`src/rtl/irq_ctrl2_pkg.sv`:
```
package irq_ctrl2_pkg;
  typedef enum logic [2:0] {
    OP_EN   = 3'd0,
    OP_DIS  = 3'd1,
    OP_CLR  = 3'd2,
    OP_SRC  = 3'd3,
    OP_STAT = 3'd4,
    OP_MALL = 3'd5,
    OP_RSV6 = 3'd6,
    OP_RSV7 = 3'd7
  } irq_op_e;
endpackage

```
`src/rtl/irq_prio_pick.sv`:
```
module irq_prio_pick #(
  parameter int N  = 8,
  parameter int DW = 8
) (
  input  logic [N-1:0]  vec_i,
  output logic [DW-1:0] code_o
);
  always_comb begin
    code_o = '1;
    for (int i = N - 1; i >= 0; i--) begin
      if (vec_i[i]) code_o = DW'(i);
    end
  end
endmodule

```
`src/rtl/irq_class.sv`:
```
module irq_class
  import irq_ctrl2_pkg::*;
#(
  parameter int          N     = 8,
  parameter int          DW    = 8,
  parameter logic [N-1:0] EDGE = '0,
  parameter bit          MALL  = 1'b0
) (
  input  logic          clk,
  input  logic          rst,
  input  logic [N-1:0]  req_i,
  input  logic          hit_i,
  input  irq_op_e       op_i,
  input  logic [DW-1:0] dev_i,
  output logic [DW-1:0] rdata_o,
  output logic [DW-1:0] src_o,
  output logic          irq_o
);
  localparam int IW = (N > 1) ? $clog2(N) : 1;
  localparam logic [DW-1:0] NONE = '1;

  logic [N-1:0] prev_q, lat_q, mask_q, lat_d, mask_d;
  logic [N-1:0] pend, rise, onehot, clr_vec;
  logic [IW-1:0] idx;
  logic in_rng;

  assign in_rng = (dev_i < DW'(N));
  assign idx    = dev_i[IW-1:0];
  assign onehot = in_rng ? (N'(1) << idx) : '0;
  assign rise   = req_i & ~prev_q & EDGE;

  for (genvar g = 0; g < N; g++) begin : g_pend
    if (EDGE[g]) begin : g_edge
      assign pend[g] = lat_q[g];
    end else begin : g_lvl
      assign pend[g] = req_i[g];
    end
  end

  irq_prio_pick #(.N(N), .DW(DW)) u_pick (.vec_i(pend & mask_q), .code_o(src_o));

  assign clr_vec = (hit_i && op_i == OP_CLR) ? (onehot & EDGE) : '0;
  assign lat_d   = (lat_q & ~clr_vec) | rise;

  always_comb begin
    mask_d = mask_q;
    if (hit_i) begin
      case (op_i)
        OP_EN:   mask_d = mask_q | onehot;
        OP_DIS:  mask_d = mask_q & ~onehot;
        OP_MALL: if (MALL) mask_d = '0;
        default: mask_d = mask_q;
      endcase
    end
  end

  always_comb begin
    rdata_o = '0;
    case (op_i)
      OP_EN, OP_DIS: if (in_rng) rdata_o = {{(DW-1){1'b0}}, mask_q[idx]};
      OP_SRC:        rdata_o = src_o;
      OP_STAT:       if (in_rng) rdata_o = {{(DW-1){1'b0}}, pend[idx]};
      default:       rdata_o = '0;
    endcase
  end

  always_ff @(posedge clk) begin
    if (rst) begin
      prev_q <= '0;
      lat_q  <= '0;
      mask_q <= '0;
      irq_o  <= 1'b0;
    end else begin
      prev_q <= req_i;
      lat_q  <= lat_d;
      mask_q <= mask_d;
      irq_o  <= |(pend & mask_q);
    end
  end


  en_sets_mask_chk: assert property (@(posedge clk) disable iff (rst)
    (hit_i && op_i == OP_EN && in_rng) |=> mask_q[$past(idx)]);

  dis_clears_mask_chk: assert property (@(posedge clk) disable iff (rst)
    (hit_i && op_i == OP_DIS && in_rng) |=> !mask_q[$past(idx)]);

  edge_wins_clear_chk: assert property (@(posedge clk) disable iff (rst)
    (|(rise & clr_vec)) |=> (|(lat_q & $past(clr_vec))));

  src_valid_chk: assert property (@(posedge clk) disable iff (rst)
    (src_o != NONE) |-> (mask_q[src_o[IW-1:0]] && pend[src_o[IW-1:0]]));

  irq_idle_chk: assert property (@(posedge clk) disable iff (rst)
    (src_o == NONE) |=> !irq_o);

  if (MALL) begin : g_mall_chk

    mask_all_chk: assert property (@(posedge clk) disable iff (rst)
      (hit_i && op_i == OP_MALL) |=> (mask_q == '0));
  end
endmodule

```
`src/rtl/irq_ctrl2.sv`:
```
module irq_ctrl2
  import irq_ctrl2_pkg::*;
#(
  parameter int           NN     = 8,
  parameter int           NF     = 4,
  parameter int           DW     = 8,
  parameter logic [NN-1:0] EDGE_N = 8'h0F,
  parameter logic [NF-1:0] EDGE_F = 4'h3
) (
  input  logic          clk,
  input  logic          rst,
  input  logic [NN-1:0] req_nrm,
  input  logic [NF-1:0] req_fst,
  input  logic          cmd_vld,
  input  logic [2:0]    cmd_op,
  input  logic          cmd_cls,
  input  logic [DW-1:0] cmd_dev,
  output logic          rsp_vld,
  output logic [DW-1:0] rsp_data,
  output logic [DW-1:0] src_nrm,
  output logic [DW-1:0] src_fst,
  output logic          irq_nrm,
  output logic          irq_fst
);
  irq_op_e op;
  logic [DW-1:0] rd_n, rd_f;

  assign op = irq_op_e'(cmd_op);

  irq_class #(.N(NN), .DW(DW), .EDGE(EDGE_N), .MALL(1'b0)) u_nrm (
    .clk(clk), .rst(rst), .req_i(req_nrm), .hit_i(cmd_vld && !cmd_cls),
    .op_i(op), .dev_i(cmd_dev), .rdata_o(rd_n), .src_o(src_nrm), .irq_o(irq_nrm));

  irq_class #(.N(NF), .DW(DW), .EDGE(EDGE_F), .MALL(1'b1)) u_fst (
    .clk(clk), .rst(rst), .req_i(req_fst), .hit_i(cmd_vld && cmd_cls),
    .op_i(op), .dev_i(cmd_dev), .rdata_o(rd_f), .src_o(src_fst), .irq_o(irq_fst));

  always_ff @(posedge clk) begin
    if (rst) begin
      rsp_vld  <= 1'b0;
      rsp_data <= '0;
    end else begin
      rsp_vld  <= cmd_vld;
      rsp_data <= cmd_vld ? (cmd_cls ? rd_f : rd_n) : '0;
    end
  end


  rsp_follows_cmd_chk: assert property (@(posedge clk) disable iff (rst)
    cmd_vld |=> rsp_vld);

  rsp_quiet_chk: assert property (@(posedge clk) disable iff (rst)
    !cmd_vld |=> (!rsp_vld && rsp_data == '0));
endmodule

```
`config.mk`:
```
export PLATFORM = sky130hd
export DESIGN_NAME = irq_ctrl2
export DESIGN_NICKNAME = d
export VERILOG_FILES = /design/src/rtl/irq_ctrl2_pkg.sv /design/src/rtl/irq_prio_pick.sv /design/src/rtl/irq_class.sv /design/src/rtl/irq_ctrl2.sv
export SDC_FILE = /design/constraint.sdc
export NUM_CORES = 1
export LEC_CHECK = 0
export CAP_MARGIN = 25
export CORE_ASPECT_RATIO = 1.1
export CORE_MARGIN = 1
export CORE_UTILIZATION = 47
export DETAILED_ROUTE_END_ITERATION = 10
export GPL_ROUTABILITY_DRIVEN = 0
export PLACE_DENSITY = 0.86
export SETUP_SLACK_MARGIN = 0.05
export SLEW_MARGIN = 0
export SYNTH_ARGS = -nofsm -noshare
export SYNTH_HDL_FRONTEND = slang
export SYNTH_SLANG_ARGS = --single-unit
```
`constraint.sdc`:
```
create_clock -name clk -period 1.95 [get_ports clk]
set_input_delay 0.195 -clock clk [delete_from_list [all_inputs] [get_ports clk]]
set_output_delay 0.195 -clock clk [all_outputs]
set_load 0.01 [all_outputs]
```
==> results of run 1 <==
-- worst min-delay path, stage by stage --
cell             delay (ns)
clkdlybuf4s50_1        0.41
nand2b_1               0.07
a21oi_1                0.05
-- kinds of logic (layout without fill, tap and decap cells) --
group           after synthesis  count (layout)  share of synthesized area (%)
buf+inv                      25              98                           8.74
compound gates               46              46                           18.2
flops                        31              31                           35.3
simple gates                 83              83                           28.0
mux                          11              11                           9.81
-- where the power goes --
| group | internal, uW | switching (uW) | total (uW) | leakage (uW) |
|---|---|---|---|---|
| clock network | 212 | 217 | 429 | 0.0000386 |
| registers | 650 | 10.4 | 661 | 0.000256 |
| logic | 119 | 90.3 | 210 | 0.000654 |
-- worst max-delay path by stage --
stage | cells past startpoint | from | endpoint
final | 4 | u_nrm.lat_q[1] | src_nrm[5]
after global routing | 7 | u_fst.mask_q[0] | src_fst[4]
after CTS | 5 | flip-flop | src_nrm[7]
after detailed placement | 5 | req_nrm[5] | src_nrm[4]
after global placement | 6 | cmd_dev[0] | rsp_data[0]
after floorplan | 4 | u_fst.mask_q[0] | src_fst[3]
-- metrics by stage --
| step | power, uW | hold slack, ns | area [um2] | std cells | setup slack [ns] |
|---|---|---|---|---|---|
| 2_1_floorplan | 767 | 0.323 | 1760 | 196 | 0.0509 |
| 3_3_place_gp | 877 | 0.471 | 2420 | 303 | -0.192 |
| 3_5_place_dp | 883 | 0.472 | 2420 | 303 | -0.204 |
| 4_1_cts | 1300 | 0.430 | 2560 | 317 | 0.0245 |
| 5_1_grt | 1350 | 0.446 | 2540 | 317 | 0.0556 |
| 6_report | 1300 | 0.432 | 2540 | 317 | 0.140 |
-- cell type report --
type / instances / area [um2]
well taps: 48 / 60.1
flip-flops and latches: 31 / 629
fillers: 285 / 928
inverters: 2 / 7.51
clock buffers: 8 / 68.8
multi-input cells: 140 / 1010
repair buffers: 88 / 761
-- repair_timing --
action                                  CTS  global route
setup buffers                             6             0
pin swaps                                 1             1
cloned                                    0             0
gates resized for setup                  29            19
endpoints found under the hold margin     0             0
hold buffers                              0             0
endpoints found under the setup margin   14             9
-- layer usage --
layer | up-vias | GRT usage, % | share of wire, % | routed length (um)
li1 | 847 | - | - | -
met1 | 814 | 30.4 | 42 | 1910
met2 | 71 | 44.1 | 50 | 2280
met3 | 9 | 6.85 | 6.2 | 280
met4 | 0 | 9.01 | 1.7 | 76
met5 | - | 0 | 0 | 0
-- cell usage in the layout, fill, tap and decap left out, drive strengths merged, types with 6 or more instances in the layout --
| master | instances |
|---|---|
| nor2 | 19 |
| a21oi | 15 |
| dlygate4sd2 | 6 |
| nor2b | 7 |
| o21ai | 9 |
| mux2i | 6 |
| clkbuf | 14 |
| buf | 37 |
| nand2b | 13 |
| nand2 | 18 |
| clkdlybuf4s50 | 38 |
| dfxtp | 31 |
==> metrics.csv, run 1 <==
metric;value;unit
rows;22;
grt_pass1_wl;7.55;mm
cts-root-buf;clkbuf_4;
ys_seq_area_share;35.3;%
cts.sinks;31;
period_minus_slack;1.81;ns
wire_per_inst;14.4;um
skew;0.00908;ns
end_kind;primary output;
slowest_stage;dfxtp_1;
cts_tree;yes;
setup_tns;0;ns
p_per_area;512;mW/mm2
drv_cap;0;
clock_latency;0.35;ns
synth_ff_type;dfxtp_1;
synth_top_area_share;35.3;%
drc;0;
fp.dieW;60.4;um
critPathMaxStageDelay;0.34;ns
drt-pass1-iter-count;4;
tightestPinTransition;0.396;ns
async_reset_ff_share;0;%
fp.coreArea;0.00347;mm2
ys_ff_latch;31;
critPathArrivalTime;1.62;ns
min_path_cells;3;
leakage;0.000948;uW
fin_nets;295;
num_antenna_cells;0;
routed_wl;4.55;mm
min_to;u_nrm.lat_q[0];
clk_path_buf_depth;2;
grt_setup_unrepaired;no;
min-delay-path-class;in2reg;
utilization;73.2;%
ff2ff_setup_slack;0.29;ns
initial_core_util;50.8;%
finalSetupViolCount;0;
min_from;req_nrm[0];
ios;54;
synth_area_leaders;dfxtp_1, mux4_2, buf_4;
overflow;0;
synth_edf_count;0;
path_buf_inv;1;
final_antenna_net_count;0;
required;1.75;ns
max_freq;0.552;GHz
synth_commonest_cells;dfxtp_1, nor2_1, nand2_1;
ir_drop;415;uV
regToRegEndpoint;rsp_data[0];
grt_use_total;25.8;%
path_cells;a22o_1 -> and3b_2 -> and2_4 -> dlygate4sd2_1;
synth_warnings;0;
cts_buffers;5;
drive_gt1_share;27.9;%
grt_pass1_vias;1636;
cp_top_family;simple AND/OR/NAND/NOR gates;
netlist_area;0.00176;mm2
drtIter0Drc;71;
area_growth;44.3;%
path_clk_slew;0.09;ns
die_h;66.2;um
crit_fanout;3;
yosys.cell_count.top_type;dfxtp_1;
antenna_found_initial;0;
run_status;finished clean;
final_max_slew_viol_count;0;
fin_crit_sh;92.8;%
dieArea;0.00399;mm2
dpl.hpwl;3.47;mm
hold_violations;0;
rr_worst_depth;5;
num_vias;1741;
ys_types;43;
grt_max_degree;17;
cts-htree-levels;2;
vias_per_cell;5.49;
synth_top_area_cell;dfxtp_1;
syn_inst;196;
worstReg2RegStart;u_nrm.lat_q[1];
io_buffers;53;
syn_nets;223;
critical_path_class;reg2out;
syn_avg_cell_area;8.98;um2
start_kind;flip-flop;
slew_headroom;73.4;%
Note: power is estimated with default switching activity, not from simulation.
==> run 2: changes to the inputs <==
Settings changed: ABC_CLOCK_PERIOD_IN_PS set to 1950.
==> results of run 2 <==
No change in the layout: final DEF, timing and power equal those of run 1.
